==> config.mk <==
export PLATFORM = sky130hd
export DESIGN_NAME = sonar_ranger
export DESIGN_NICKNAME = d
export VERILOG_FILES = /design/src/rtl/sonar_pkg.sv /design/src/rtl/sonar_sync.sv /design/src/rtl/sonar_sequencer.sv /design/src/rtl/sonar_meter.sv /design/src/rtl/sonar_ranger.sv
export SDC_FILE = /design/constraint.sdc
export NUM_CORES = 1
export LEC_CHECK = 0
export BUFFER_PORTS_ARGS = -buffer_cell sky130_fd_sc_hd__clkbuf_2
export CORE_MARGIN = 8
export CORE_UTILIZATION = 44
export DETAILED_ROUTE_END_ITERATION = 10
export PLACE_DENSITY_LB_ADDON = 0.2
export SLEW_MARGIN = 30
export SYNTH_ARGS = -nofsm -noshare
export SYNTH_HDL_FRONTEND = slang
export SYNTH_SLANG_ARGS = --single-unit
==> constraint.sdc <==
create_clock -name clk -period 6.8 [get_ports clk]
set_input_delay 0.68 -clock clk [delete_from_list [all_inputs] [get_ports clk]]
set_output_delay 0.68 -clock clk [all_outputs]
set_load 0.05 [all_outputs]
==> src/rtl/sonar_pkg.sv <==
package sonar_pkg;
  typedef enum logic {SIDE_LEFT = 1'b0, SIDE_RIGHT = 1'b1} side_e;
  localparam int CODE_W = 4;
  localparam logic [CODE_W-1:0] CODE_MAX = '1;
endpackage

==> src/rtl/sonar_sync.sv <==
module sonar_sync #(
  parameter int STAGES = 2
) (
  input  logic clk,
  input  logic rst,
  input  logic din,
  output logic rise
);
  logic [STAGES:0] sh;

  always_ff @(posedge clk) begin
    if (rst) sh <= '0;
    else     sh <= {sh[STAGES-1:0], din};
  end

  // sh[STAGES-1] is the synchronized level, sh[STAGES] its previous value
  assign rise = sh[STAGES-1] & ~sh[STAGES];
endmodule

==> src/rtl/sonar_sequencer.sv <==
module sonar_sequencer
  import sonar_pkg::*;
#(
  parameter int PING_PERIOD = 6_250_000,
  parameter int BURST_LEN   = 1000,
  parameter int DEAD_TIME   = 17_500
) (
  input  logic  clk,
  input  logic  rst,
  output side_e side,
  output logic  trig,
  output logic  arm,
  output logic  listen,
  output logic  gate_win,
  output logic  cyc_end
);
  localparam int CNT_W = $clog2(PING_PERIOD);
  localparam logic [CNT_W-1:0] LAST  = CNT_W'(PING_PERIOD - 1);
  localparam logic [CNT_W-1:0] DEAD  = CNT_W'(DEAD_TIME);
  localparam logic [CNT_W-1:0] BURST = CNT_W'(BURST_LEN);

  logic [CNT_W-1:0] cnt;

  assign cyc_end  = (cnt == LAST);
  assign arm      = (cnt == DEAD);
  assign listen   = (cnt >= DEAD);
  assign gate_win = listen && !cyc_end;

  always_ff @(posedge clk) begin
    if (rst) begin
      cnt  <= '0;
      side <= SIDE_LEFT;
      trig <= 1'b0;
    end else begin
      trig <= (cnt < BURST);
      if (cyc_end) begin
        cnt  <= '0;
        side <= (side == SIDE_LEFT) ? SIDE_RIGHT : SIDE_LEFT;
      end else begin
        cnt <= cnt + 1'b1;
      end
    end
  end
endmodule

==> src/rtl/sonar_meter.sv <==
module sonar_meter
  import sonar_pkg::*;
#(
  parameter int BIN_WIDTH = 1024
) (
  input  logic              clk,
  input  logic              rst,
  input  logic              arm,
  input  logic              listen,
  input  logic              rise,
  output logic              open_gate,
  output logic              hit,
  output logic [CODE_W-1:0] final_code
);
  localparam int BIN_W = (BIN_WIDTH > 1) ? $clog2(BIN_WIDTH) : 1;
  localparam logic [BIN_W-1:0] BIN_LAST = BIN_W'(BIN_WIDTH - 1);

  logic              done;
  logic [BIN_W-1:0]  bin_cnt;
  logic [CODE_W-1:0] run_code;
  logic [CODE_W-1:0] code_q;

  assign hit        = listen && !arm && !done && rise;
  assign open_gate  = arm || (listen && !done && !rise);
  assign final_code = done ? code_q : (hit ? run_code : CODE_MAX);

  always_ff @(posedge clk) begin
    if (rst) begin
      done     <= 1'b1;
      bin_cnt  <= '0;
      run_code <= '0;
      code_q   <= CODE_MAX;
    end else if (arm) begin
      done     <= 1'b0;
      bin_cnt  <= '0;
      run_code <= '0;
    end else if (listen && !done) begin
      if (rise) begin
        done   <= 1'b1;
        code_q <= run_code;
      end else if (bin_cnt == BIN_LAST) begin
        bin_cnt <= '0;
        if (run_code != CODE_MAX) run_code <= run_code + 1'b1;
      end else begin
        bin_cnt <= bin_cnt + 1'b1;
      end
    end
  end
endmodule

==> src/rtl/sonar_ranger.sv <==
module sonar_ranger
  import sonar_pkg::*;
#(
  parameter int PING_PERIOD = 6_250_000,
  parameter int BURST_LEN   = 1000,
  parameter int DEAD_TIME   = 17_500,
  parameter int BIN_WIDTH   = 1024,
  parameter int SYNC_STAGES = 2
) (
  input  logic       clk,
  input  logic       rst,
  input  logic       echo_in,
  output logic       burst_trig,
  output logic       gate_left,
  output logic       gate_right,
  output logic [7:0] range_byte,
  output logic       range_valid
);
  side_e             side;
  logic              arm, listen, gate_win, cyc_end, rise;
  logic              open_gate, meas_hit;
  logic [CODE_W-1:0] final_code, left_q;

  sonar_sync #(.STAGES(SYNC_STAGES)) u_sync (
    .clk(clk), .rst(rst), .din(echo_in), .rise(rise)
  );

  sonar_sequencer #(
    .PING_PERIOD(PING_PERIOD), .BURST_LEN(BURST_LEN), .DEAD_TIME(DEAD_TIME)
  ) u_seq (
    .clk(clk), .rst(rst), .side(side), .trig(burst_trig), .arm(arm),
    .listen(listen), .gate_win(gate_win), .cyc_end(cyc_end)
  );

  sonar_meter #(.BIN_WIDTH(BIN_WIDTH)) u_meter (
    .clk(clk), .rst(rst), .arm(arm), .listen(listen), .rise(rise),
    .open_gate(open_gate), .hit(meas_hit), .final_code(final_code)
  );

  always_ff @(posedge clk) begin
    if (rst) begin
      gate_left   <= 1'b0;
      gate_right  <= 1'b0;
      left_q      <= CODE_MAX;
      range_byte  <= {CODE_MAX, CODE_MAX};
      range_valid <= 1'b0;
    end else begin
      gate_left   <= gate_win && open_gate && (side == SIDE_LEFT);
      gate_right  <= gate_win && open_gate && (side == SIDE_RIGHT);
      range_valid <= cyc_end && (side == SIDE_RIGHT);
      if (cyc_end) begin
        if (side == SIDE_LEFT) left_q <= final_code;
        else                   range_byte <= {left_q, final_code};
      end
    end
  end
endmodule

==> impl_metrics.toml <==
[sta]
min_period_ns = 2.50
setup-violations-final = 0
finClkSkew_ns = 0.00539
relSlewSlack = 0.563
tns_ns = 0
timing.fmax_mhz = 400
hold_violations = 0
worstMarginPinSlew_ns = 0.655
finalCritPeriodShare = 0.367
rsz0062_at_grt = "false"
drv_slew = 0

[floorplan]
die_x_um = 95.5
dieHeight_um = 95.5
rows = 29
io_pins = 15
fp.coreArea_um2 = 6240
start_util = 0.445
dieArea_um2 = 9110

[critical_path]
critPathKind = "reg2reg"
startpoint_type = "flop"
r2r_cells = 5
crit_fanout = 8
slowest_delay_ns = 0.73
path_cells = "or4_1, or4_1, o2111ai_1, nor3_1, o21ba_1"
cp-end-kind = "flop"
worst-path-buf-inv = 0
cp.arrival_ns = 2.74
worstPathRequired_ns = 7.04
rrSetupSlack_ns = 4.30
r2r_start = "u_seq.cnt[16]"
path_delay_family = "simple AND/OR/NAND/NOR gates"
slowest_stage = "or4_1"
reg2reg_to = "u_meter.bin_cnt[6]"
cpMostUsedCell = "or4_1"

[flow_run]
cap_violations = 0

[synthesis]
async_flop_share = 0
yosysMostFrequentCell = "dfxtp_1"
synth_edf_count = 0
yosysWarnings = 0
synth_area_leaders = "dfxtp_1 45%, nor2_1 5.9%, xnor2_1 5.4%"
yosys.area_share.simple = 0.270
synth_top_family_by_area = "simple AND/OR/NAND/NOR gates"
synth_xor_area_frac = 0.0819
synth_mux_area_frac = 0.00720
synth_top_area_cell = "dfxtp_1"
synthTopCellsByCount = "62 x dfxtp_1, 44 x nor2_1, 19 x a21oi_1, 17 x xnor2_1"
synthCells = 318
post-synth-top-area-fraction = 0.447
syn_area_um2 = 2780
synth_fa_ha_area_frac = 0.0135
synth_compound_area_frac = 0.151
synth_nets = 324
ys.flop_type = "dfxtp_1"
synth.avg_cell_area_um2 = 8.74
ys_ff_latch = 62
synth_cell_type_count = 46
yosysSeqAreaShare = 0.447

[grt]
grt_pass1_wl_mm = 10.1
grt_overflow = 0
grt_pass1_vias = 2143
antenna_found_initial = 0
grt_start_max_net_pins = 26
grt_usage = 0.142

[final_layout]
register_area_um2 = 1240
multi_input_area_um2 = 1460
n_antenna_cell = 0
final_cell_area_um2 = 3110
final_nets = 339
nFillCells = 622
area_delta_synth_final_pct = 11.8
fin_util = 0.498
drive_gt1_frac = 0.115

[cts]
clock-root-buffer = "clkbuf_8"
cts_setup_buffers = 0
clkSinkCount = 62
cts_tree = "built"
h-tree-depth = 3
clk_pin_slew_worst_paths_ns = 0.07
cts_buffers = 9
hold_buffers = 0
cts-resized-gates = 0
clk_latency_ns = 0.34
ctsLongestPathBuffers = 2

[pwr]
combPwrFrac = 0.019
power.leakage_uw = 0.00115
pwr-share-seq = 0.524
swShare = 0.232
pwr-share-clk = 0.457
p_int_uw = 539
vdd_drop_max_mv = 0.120
power_density_nw_per_um2 = 226
switchingPower_uw = 163

[hold_path]
hold_path_depth = 1
hp-class = "reg2reg"
holdPathEnd = "u_sync.sh[1]"
min_from = "u_sync.sh[0]"

[placement]
port_buffers = 14
post-dp-hpwl_mm = 4.05
place_congestion = 0.818
post_dp_cell_area_um2 = 2910

[detailed_routing]
viasPerCell = 5.45
avgRoutedWirePerCell_um = 14.0
drc = 0
postRouteAntennaNets = 0
wirelength_mm = 5.80
drt_pass1_iterations = 4
vias = 2261
drt_iter0_drc = 93

[status]
outcome = "finished, final reports clean"
-- cell usage in the layout, fill, tap and decap left out, drive strengths merged, types with 4 or more instances in the layout --
cell type   n
xnor2      17
nor2       45
o21bai      5
or4         5
inv        12
clkbuf     23
dfxtp      62
nor4       11
nand3      16
xor2        9
o21ai       8
nor3       16
nand2      12
and3        7
o211ai      4
nor2b       9
nand4       5
o31ai       8
a211o       4
or3         7
a21oi      19
-- area by class of cell --
cell class / instances / share of cell area
clock buffers: 9 / 0.0399
clock inverters: 7 / 0.0242
inverters: 12 / 0.0145
multi-input cells: 234 / 0.469
flip-flops and latches: 62 / 0.399
well taps: 77 / 0.0310
repair buffers: 14 / 0.0225
-- power groups by stage --
stage	logic (µW)	registers (µW)	clock network, µW
after floorplan	9.27	377	0
after global placement	13.7	376	0
after detailed placement	13.5	376	0
after CTS	13.6	367	330
after global routing	15.0	368	349
final	13.5	368	321
-- stage by stage --
stage / power (µW) / instances / hold WS (ns) / setup slack, ns
5_1_grt: 732 / 415 / 0.474 / 4.14
6_report: 702 / 415 / 0.447 / 4.30
3_3_place_gp: 389 / 399 / 0.421 / 4.32
3_5_place_dp: 389 / 399 / 0.436 / 4.31
4_1_cts: 711 / 415 / 0.453 / 4.29
2_1_floorplan: 386 / 318 / 0.414 / 4.58
-- state kept, by name (all words and copies together), names as in the netlist, 3 cells and up --
signal            flops
u_sync.sh             3
u_meter.run_code      4
u_meter.code_q        4
u_meter.bin_cnt      10
range_byte            8
left_q                4
u_seq.cnt            23
-- cells by family after synthesis --
group | after synthesis
fa+ha+maj | 3
mux | 2
flops | 62
buf+inv | 22
xor+xnor | 26
simple gates | 145
compound gates | 58
-- how the worst max path moves through the flow --
stage	from	endpoint	slack (ns)	depth (start not counted)
after floorplan	u_seq.cnt[17]	u_meter.run_code[2]	4.58	6
after global placement	u_seq.cnt[16]	gate_right	4.32	5
after detailed placement	u_seq.cnt[17]	gate_right	4.31	5
after CTS	u_seq.cnt[17]	gate_right	4.29	5
after global routing	u_seq.cnt[0]	left_q[1]	4.14	6
final	u_seq.cnt[16]	u_meter.bin_cnt[6]	4.30	5
-- per-layer routing --
layer | up-vias | global-route usage | part of all wire
met1 | 1052 | 0.176 | 0.51
met5 | - | 0 | 0
met4 | 0 | 0.0755 | 0.020
met2 | 29 | 0.217 | 0.43
li1 | 1170 | - | -
met3 | 10 | 0.0402 | 0.038
Power figures use the tool's default switching activity.
